==> src/rtl/ddrcmd_pkg.sv <==
package ddrcmd_pkg;
  typedef enum logic [3:0] {
    CMD_IDLE,
    CMD_NOP,
    CMD_ACT,
    CMD_RD,
    CMD_WR,
    CMD_PRE,
    CMD_PREA,
    CMD_REF,
    CMD_LMR
  } cmd_e;
endpackage

==> src/rtl/ddrcmd_classify.sv <==
module ddrcmd_classify
  import ddrcmd_pkg::*;
(
  input  logic cs_n,
  input  logic ras_n,
  input  logic cas_n,
  input  logic we_n,
  input  logic a10,
  output cmd_e cmd_o
);
  always_comb begin
    if (cs_n) begin
      cmd_o = CMD_NOP;
    end else begin
      unique case ({ras_n, cas_n, we_n})
        3'b011:  cmd_o = CMD_ACT;
        3'b101:  cmd_o = CMD_RD;
        3'b100:  cmd_o = CMD_WR;
        3'b010:  cmd_o = a10 ? CMD_PREA : CMD_PRE;
        3'b001:  cmd_o = CMD_REF;
        3'b000:  cmd_o = CMD_LMR;
        3'b111:  cmd_o = CMD_NOP;
        default: cmd_o = CMD_IDLE;
      endcase
    end
  end
endmodule

==> src/rtl/ddrcmd_parity.sv <==
module ddrcmd_parity #(
  parameter int W = 18
) (
  input  logic [W-1:0] bits_i,
  input  logic         par_i,
  output logic         odd_o
);
  logic [W:0] chain;
  assign chain[0] = par_i;
  for (genvar i = 0; i < W; i++) begin : g_xor
    assign chain[i+1] = chain[i] ^ bits_i[i];
  end
  assign odd_o = chain[W];
endmodule

==> src/rtl/ddrcmd_fields.sv <==
module ddrcmd_fields
  import ddrcmd_pkg::*;
#(
  parameter int ROW_W  = 15,
  parameter int BANK_W = 3,
  parameter int COL_W  = 10,
  parameter int AP_BIT = 10,
  parameter int MR_W   = 2
) (
  input  cmd_e              cmd_i,
  input  logic [ROW_W-1:0]  addr_i,
  input  logic [BANK_W-1:0] bank_i,
  output logic [BANK_W-1:0] bank_o,
  output logic [ROW_W-1:0]  row_o,
  output logic [COL_W-1:0]  col_o,
  output logic              ap_o,
  output logic [MR_W-1:0]   mr_o
);
  always_comb begin
    bank_o = '0;
    row_o  = '0;
    col_o  = '0;
    ap_o   = 1'b0;
    mr_o   = '0;
    case (cmd_i)
      CMD_ACT: begin
        bank_o = bank_i;
        row_o  = addr_i;
      end
      CMD_RD, CMD_WR: begin
        bank_o = bank_i;
        col_o  = addr_i[COL_W-1:0];
        ap_o   = addr_i[AP_BIT];
      end
      CMD_PRE: bank_o = bank_i;
      CMD_LMR: begin
        row_o = addr_i;
        mr_o  = bank_i[MR_W-1:0];
      end
      default: ;
    endcase
  end
endmodule

==> src/rtl/ddr_cmd_decoder.sv <==
module ddr_cmd_decoder
  import ddrcmd_pkg::*;
#(
  parameter int ROW_W  = 15,
  parameter int BANK_W = 3,
  parameter int COL_W  = 10,
  parameter int AP_BIT = 10,
  parameter int MR_W   = 2
) (
  input  logic              clk,
  input  logic              rst,
  input  logic              cs_n,
  input  logic              cke,
  input  logic              ras_n,
  input  logic              cas_n,
  input  logic              we_n,
  input  logic [BANK_W-1:0] bank_in,
  input  logic [ROW_W-1:0]  addr_in,
  input  logic              par_in,
  output logic              act_o,
  output logic              rd_o,
  output logic              wr_o,
  output logic              pre_o,
  output logic              pre_all_o,
  output logic              ref_o,
  output logic              lmr_o,
  output logic              nop_o,
  output logic [BANK_W-1:0] bank_o,
  output logic [ROW_W-1:0]  row_o,
  output logic [COL_W-1:0]  col_o,
  output logic              ap_o,
  output logic [MR_W-1:0]   mr_idx_o,
  output logic              par_err_n_o
);
  localparam int PAR_W = ROW_W + 3;

  logic par_odd;
  logic err_now;
  cmd_e raw_cmd;
  cmd_e eff_cmd;

  logic [BANK_W-1:0] f_bank;
  logic [ROW_W-1:0]  f_row;
  logic [COL_W-1:0]  f_col;
  logic              f_ap;
  logic [MR_W-1:0]   f_mr;

  ddrcmd_parity #(.W(PAR_W)) u_par (
    .bits_i ({addr_in, ras_n, cas_n, we_n}),
    .par_i  (par_in),
    .odd_o  (par_odd)
  );

  ddrcmd_classify u_cls (
    .cs_n  (cs_n),
    .ras_n (ras_n),
    .cas_n (cas_n),
    .we_n  (we_n),
    .a10   (addr_in[AP_BIT]),
    .cmd_o (raw_cmd)
  );

  assign err_now = !cs_n && par_odd;
  assign eff_cmd = (!cke || err_now) ? CMD_IDLE : raw_cmd;

  ddrcmd_fields #(
    .ROW_W(ROW_W), .BANK_W(BANK_W), .COL_W(COL_W), .AP_BIT(AP_BIT), .MR_W(MR_W)
  ) u_fld (
    .cmd_i  (eff_cmd),
    .addr_i (addr_in),
    .bank_i (bank_in),
    .bank_o (f_bank),
    .row_o  (f_row),
    .col_o  (f_col),
    .ap_o   (f_ap),
    .mr_o   (f_mr)
  );

  always_ff @(posedge clk) begin
    if (rst) begin
      act_o       <= 1'b0;
      rd_o        <= 1'b0;
      wr_o        <= 1'b0;
      pre_o       <= 1'b0;
      pre_all_o   <= 1'b0;
      ref_o       <= 1'b0;
      lmr_o       <= 1'b0;
      nop_o       <= 1'b0;
      bank_o      <= '0;
      row_o       <= '0;
      col_o       <= '0;
      ap_o        <= 1'b0;
      mr_idx_o    <= '0;
      par_err_n_o <= 1'b1;
    end else begin
      act_o       <= (eff_cmd == CMD_ACT);
      rd_o        <= (eff_cmd == CMD_RD);
      wr_o        <= (eff_cmd == CMD_WR);
      pre_o       <= (eff_cmd == CMD_PRE);
      pre_all_o   <= (eff_cmd == CMD_PREA);
      ref_o       <= (eff_cmd == CMD_REF);
      lmr_o       <= (eff_cmd == CMD_LMR);
      nop_o       <= (eff_cmd == CMD_NOP);
      bank_o      <= f_bank;
      row_o       <= f_row;
      col_o       <= f_col;
      ap_o        <= f_ap;
      mr_idx_o    <= f_mr;
      par_err_n_o <= !err_now;
    end
  end

  logic [7:0] stb_vec;
  assign stb_vec = {act_o, rd_o, wr_o, pre_o, pre_all_o, ref_o, lmr_o, nop_o};


  onehot_cmd_chk: assert property (@(posedge clk) disable iff (rst)
    $onehot0(stb_vec));


  err_blocks_chk: assert property (@(posedge clk) disable iff (rst)
    !par_err_n_o |-> (stb_vec == 8'd0));


  cke_gate_chk: assert property (@(posedge clk) disable iff (rst)
    (!$past(rst) && !$past(cke)) |-> (stb_vec == 8'd0));


  desel_nop_chk: assert property (@(posedge clk) disable iff (rst)
    (!$past(rst) && $past(cs_n) && $past(cke)) |-> (nop_o && par_err_n_o));


  prea_bank_chk: assert property (@(posedge clk) disable iff (rst)
    pre_all_o |-> (bank_o == '0));


  ap_only_rw_chk: assert property (@(posedge clk) disable iff (rst)
    ap_o |-> (rd_o || wr_o));
endmodule

==> config.mk <==
export PLATFORM = sky130hd
export DESIGN_NAME = ddr_cmd_decoder
export DESIGN_NICKNAME = d
export VERILOG_FILES = /design/src/rtl/ddrcmd_pkg.sv /design/src/rtl/ddrcmd_classify.sv /design/src/rtl/ddrcmd_parity.sv /design/src/rtl/ddrcmd_fields.sv /design/src/rtl/ddr_cmd_decoder.sv
export SDC_FILE = /design/constraint.sdc
export NUM_CORES = 1
export LEC_CHECK = 0
export ABC_AREA = 1
export BUFFER_PORTS_ARGS = -buffer_cell sky130_fd_sc_hd__buf_2
export CORE_ASPECT_RATIO = 1.1
export CORE_MARGIN = 2
export CORE_UTILIZATION = 47
export CTS_BUF_LIST = sky130_fd_sc_hd__clkbuf_16
export CTS_CLUSTER_DIAMETER = 50
export CTS_CLUSTER_SIZE = 14
export DETAILED_ROUTE_END_ITERATION = 8
export PLACE_DENSITY = 0.89
export SKIP_CTS_REPAIR_TIMING = 1
export SYNTH_ARGS = -nofsm -noshare
export SYNTH_HDL_FRONTEND = slang
export SYNTH_SLANG_ARGS = --single-unit
==> constraint.sdc <==
create_clock -name clk -period 2.24 [get_ports clk]
set_input_delay 0.448 -clock clk [delete_from_list [all_inputs] [get_ports clk]]
set_output_delay 0.448 -clock clk [all_outputs]
set_load 0.02 [all_outputs]
==> results of run 1 <==
==> through the flow <==
stage	util [%]	instances	cell area (µm²)	hold WS (ns)	total power [mW]
after floorplan	-	192	1650	0.546	0.914
after global placement	61.2	306	2050	0.628	0.980
after detailed placement	61.2	306	2050	0.644	0.987
after CTS	65.2	314	2190	0.356	1.63
after global routing	65.2	314	2190	0.378	1.68
final	65.2	314	2190	0.361	1.61
==> cell usage in the layout (no fill, tap or decap), types with 4 or more instances in the layout <==
master     netlist  final
buf_2            1     65
dfxtp_1         40     40
nand2_1         39     39
inv_1           31     33
a21oi_1         13     13
nor2_4           9      9
inv_2            8      8
nand3_1          7      7
nor2_1           7      7
clkbuf_16        0      5
nor2_2           4      4
nand2_2          4      4
==> where the power goes <==
part	switching (mW)	internal (mW)
Clock	0.238	0.399
Sequential	0.00337	0.729
Combinational	0.153	0.0875
==> state kept, by name, summed over array words and instances, names as in the netlist <==
| signal | flops |
|---|---|
| row_o | 15 |
| ref_o | 1 |
| mr_idx_o | 2 |
| nop_o | 1 |
| ap_o | 1 |
| par_err_n_o | 1 |
| act_o | 1 |
| rd_o | 1 |
| lmr_o | 1 |
| pre_o | 1 |
| wr_o | 1 |
| pre_all_o | 1 |
| col_o | 10 |
| bank_o | 3 |
==> cell families after synthesis <==
family          after synthesis
compound gates               20
xor+xnor                      6
simple gates                 84
flops                        40
buf+inv                      42
==> worst paths after layout <==
kind,startpoint,endpoint,slack (ns)
max,cas_n,col_o[6],0.24
min,bank_in[2],bank_o[2],0.36
==> area by class of cell <==
class	count	area share (%)
flip-flops and latches	40	36.6
multi-input cells	110	30.4
repair buffers	69	17.4
inverters	39	6.68
clock buffers	5	5.71
well taps	48	2.74
clock inverters	3	0.514
==> metal layers <==
layer / part of all wire, % / GRT usage [%] / up-vias
li1: - / - / 732
met5: 0 / 0 / -
met4: 3.7 / 10.6 / 0
met2: 51 / 30.6 / 50
met1: 40 / 17.6 / 604
met3: 6.0 / 4.70 / 12
==> summary.md, run 1 <==
| Metric | Value |
|---|---|
| Outcome | `finished, final reports clean` |
| PortBufs | `65` |
| WP data arrival | `2.21 ns` |
| Initial DRC count | `14` |
| Share of layout cells above drive strength 1 | `40.6%` |
| Synth Area in XOR/XNOR | `3.18%` |
| Total grt overflow | `0` |
| Worst Setup Start Kind | `primary input` |
| Max Cap Viol | `0` |
| RSZ-0062 raised after global routing | `false` |
| Fin. Hold Viols | `0` |
| Mapped Cells | `192` |
| Mux cell area share after synthesis | `0%` |
| Nets@finish | `291` |
| Area Overhead vs Synth | `32.8%` |
| Die width | `60.5 µm` |
| Power Dens Cells | `735 nW/µm²` |
| ANT nets after route | `0` |
| Largest cells by area after synthesis | `dfxtp_1 49%, nand2_1 8.9%, inv_1 7.1%` |
| Setup Crit Path Kind | `primary input to flop` |
| Synth Net Count | `218` |
| Vias in the first global route | `1,270` |
| PnR worst setup slack | `0.239 ns` |
| WL/cell | `9.96 µm` |
| CTS max path bufs | `2` |
| Pre-CTS setup slack | `-0.0274 ns` |
| Via/cell ratio | `4.45` |
| Worst vdd ir | `0.321 mV` |
| DP HPWL | `2.50 mm` |
| Clk sinks | `40` |
| Slew Limit Headroom | `74.6%` |
| Post-synth EDFFs | `0` |
| FMAX | `0.500 GHz` |
| CTS tree | `yes` |
| RePlAce Congestion | `0.806` |
| TNS Setup | `0 ns` |
| Gr usage total | `17.3%` |
| Crit-path max cell delay | `0.15 ns` |
| Adder-Cell Fraction of Synth Area | `0%` |
| Post-Synth Simple-Gate Area | `29.8%` |
| Inserted Diodes | `0` |
| Leakage power | `1.26 nW` |
| Crit path required time | `2.45 ns` |
| Main synth FF type | `dfxtp_1` |
| Global-route wire length before repair | `5.05 mm` |
| Slew @ Worst Pin | `0.378 ns` |
| YS warnings | `0` |
| Synth top cells by count | `40 x dfxtp_1, 39 x nand2_1, 31 x inv_1` |
| Register bit count reported by yosys | `40` |
| Drt first pass iters | `4` |
| Compound-Gate Fraction of Synth Area | `7.43%` |
| Leading area contributor after synthesis | `dfxtp_1` |
| Sequential share of the synthesized area | `48.5%` |
| Crit path max-delay family | `simple AND/OR/NAND/NOR gates` |
| Synthesized area | `1650 µm²` |
| Async SR Flop Fraction | `0%` |
| Synth top area share | `48.5%` |
| CP Cell Sequence | `buf_2 > inv_2 > nand2_4 > nand2_2 > nand2_2 > nand2_1 > nand2_1 > nand2_1 > nand2_1 > nand2_1 > inv_1 > nand2_1 > nand3_2 > nand3_4 > nand3_4 > nor2_1 > nand2_1 > nand2_1 > inv_2 > buf_12 > nor2_2` |
| Drt drc | `0` |
| Worst-path clk slew | `0.05 ns` |
| Yosys cell types | `26` |
| Critical-path top delay cell | `nand3_4` |
| H-tree Lvls | `2` |
| Worst min path class | `primary input to flop` |
| Area of the multi-input gates | `667 µm²` |
| Slew Viols, Final | `0` |
| Crit path buf inv count | `5` |
| Starting Density | `49.1%` |
| Via Count | `1,398` |
| Largest family of logic cells by synthesized area | `simple AND/OR/NAND/NOR gates` |
| Standard-cell row count | `22` |
| Initial antenna violation count | `0` |
| Largest net degree at the start of global routing | `19` |
| Core area | `3360 µm²` |
| DIE HEIGHT | `66.2 µm` |
| # fillers | `304` |
| WHS Path Cells | `3` |
| Setup violators final | `0` |
| Final Critical Period | `2.00 ns` |
| Critical Path End Type | `flop` |
| Cell count along the critical path | `21` |
| I/O pins | `66` |
| Root Buffer Master | `clkbuf_16` |
| TritonCTS buffer count | `5` |
| Crit Path Max Fanout | `11` |
| Routed wire length | `3.13 mm` |
| Period utilization | `89.3%` |
| DIE AREA | `4000 µm²` |
| Cell mode on critical path | `nand2_1` |
| Mean Syn Cell Area | `8.60 µm²` |
| Storage cell area | `801 µm²` |
| Top-count cell post-synth | `dfxtp_1` |
Power figures use the tool's default switching activity.
==> run 2, diff against run 1 <==
--- a/config.mk
+++ b/config.mk
@@ -15,5 +15,7 @@
 export CTS_CLUSTER_SIZE = 14
 export DETAILED_ROUTE_END_ITERATION = 8
+export GPL_ROUTABILITY_DRIVEN = 1
 export PLACE_DENSITY = 0.89
+export SETUP_SLACK_MARGIN = 0.2
 export SKIP_CTS_REPAIR_TIMING = 1
 export SYNTH_ARGS = -nofsm -noshare
==> constraint.sdc (replaced) <==
create_clock -name clk -period 2.24 [get_ports clk]
set_input_delay 0.56 -clock clk [delete_from_list [all_inputs] [get_ports clk]]
set_output_delay 0.56 -clock clk [all_outputs]
set_load 0.02 [all_outputs]
==> run 2 against run 1 <==
  * Design area rose by 17%
  * Sequential share of layout area fell by 5.2 points
  * Highest routed layer unchanged
  * Setup slack got worse by 0.12 ns
==> summary.md, run 2 (synthesis results as in run 1) <==
| Metric | Value |
|---|---|
| DIE HEIGHT | `66.2 µm` |
| Initial antenna violation count | `0` |
| CTS max path bufs | `2` |
| Final std cells w/o fill | `332` |
| Most common cell after layout, fill and taps aside | `buf_2` |
| RePlAce Congestion | `0.819` |
| Worst vdd ir | `0.430 mV` |
| Final core occ | `76.1%` |
| Standard-cell row count | `22` |
| DP HPWL | `2.67 mm` |
| DIE AREA | `4000 µm²` |
| Root Buffer Master | `clkbuf_16` |
| TNS Setup | `0 ns` |
| Critical-path top delay cell | `clkbuf_16` |
| Hold slack | `0.472 ns` |
| H-tree Lvls | `2` |
| Crit path required time | `2.42 ns` |
| Worst-path clk slew | `0.06 ns` |
| Share of layout cells above drive strength 1 | `54.2%` |
| Starting Density | `49.1%` |
| Drt drc | `0` |
| Drt first pass iters | `4` |
| Slew Viols, Final | `0` |
| ANT nets after route | `0` |
| CTS tree | `yes` |
| Via/cell ratio | `4.68` |
| Slew Limit Headroom | `75.0%` |
| Largest net degree at the start of global routing | `19` |
| Core area | `3360 µm²` |
| Max Cap Viol | `0` |
| Via Count | `1,555` |
| Crit Path Max Fanout | `5` |
| Crit-path max cell delay | `0.17 ns` |
| Largest reg by FF count | `row_o` |
| Outcome | `finished, final reports clean` |
| Crit path max-delay family | `simple AND/OR/NAND/NOR gates` |
| Slew @ Worst Pin | `0.372 ns` |
| Worst min path class | `primary input to flop` |
| Gr usage total | `18.3%` |
| Inserted Diodes | `0` |
| Total grt overflow | `0` |
| FMAX | `0.471 GHz` |
| Nets@finish | `309` |
| Worst Setup Start Kind | `primary input` |
| TritonCTS buffer count | `5` |
| Die width | `60.5 µm` |
| Final Critical Period | `2.12 ns` |
| PortBufs | `65` |
| Global-route wire length before repair | `5.38 mm` |
| Power Dens Cells | `721 nW/µm²` |
| Top flop regs | `row_o x15, col_o x10, bank_o x3` |
| RSZ-0062 raised after global routing | `true` |
| WL/cell | `12.9 µm` |
| WP data arrival | `2.30 ns` |
| Setup Crit Path Kind | `primary input to flop` |
| Period utilization | `94.8%` |
| Max FFs per register | `15` |
| I/O pins | `66` |
| Fin. Hold Viols | `0` |
| Clk sinks | `40` |
| Initial DRC count | `33` |
| CP Cell Sequence | `buf_6 > inv_4 > nand2_2 > nand2_2 > nand2_2 > nand2_1 > nand2_1 > nand2_1 > nand2_1 > nand2_2 > inv_2 > nand2_4 > nand2_2 > nand2_2 > nand3_4 > nand3_4 > nor2_1 > nand2_1 > nand2_1 > inv_2 > clkbuf_16 > nor2_4` |
| Crit path buf inv count | `5` |
| Critical Path End Type | `flop` |
| Setup violators final | `0` |
| Most frequent cells in the layout | `59 x buf_2, 40 x dfxtp_1, 28 x inv_1` |
| Vias in the first global route | `1,299` |
| Placed instance count | `319` |
| Routed wire length | `4.28 mm` |
| Leakage power | `1.42 nW` |
| Area Overhead vs Synth | `54.9%` |
## run 2: changes by cell type in the layout (fill, tap and decap cells not counted), sizes merged
cell / delta
inv: -2
clkinv: +1
buf: +17
bufinv: +1
clkbuf: +1
## run 2: through the flow
stage	instance area [µm²]	setup slack [ns]	total power [mW]
after floorplan	1650	0.206	0.914
after global placement	2160	-0.00372	0.996
after detailed placement	2160	-0.0890	1.01
after CTS	2330	0.182	1.78
after global routing	2560	-0.000361	1.91
final	2560	0.117	1.84
## run 2: cell type report
| type | count | area, µm² |
|---|---|---|
| timing repair buffer | 87 | 594 |
| multi-input combinational | 110 | 785 |
| clock inverter | 3 | 37.5 |
| tap | 48 | 60.1 |
| fill | 241 | 802 |
| clock buffer | 5 | 125 |
| inverter | 39 | 154 |
| sequential | 40 | 801 |
## run 2: path summary, 6_finish.rpt
| check | from | to | slack, ns | cells after the start |
|---|---|---|---|---|
| setup / recovery | addr_in[9] | col_o[7] | 0.12 | 22 |
| hold / removal | bank_in[2] | bank_o[2] | 0.47 | 3 |
## run 2: per-layer routing
| layer | vias up | track usage [%] | part of all wire, % |
|---|---|---|---|
| met1 | 714 | 19.0 | 36 |
| met2 | 62 | 33.7 | 56 |
| met4 | 0 | 8.97 | 2.8 |
| li1 | 769 | - | - |
| met5 | - | 0 | 0 |
| met3 | 10 | 4.11 | 5.2 |
## run 2: power by group
group | total, mW | switching [mW] | internal [mW] | leakage (nW)
combinational | 0.327 | 0.194 | 0.134 | 1.02
clock | 0.782 | 0.265 | 0.517 | 0.0789
sequential | 0.733 | 0.00452 | 0.728 | 0.323
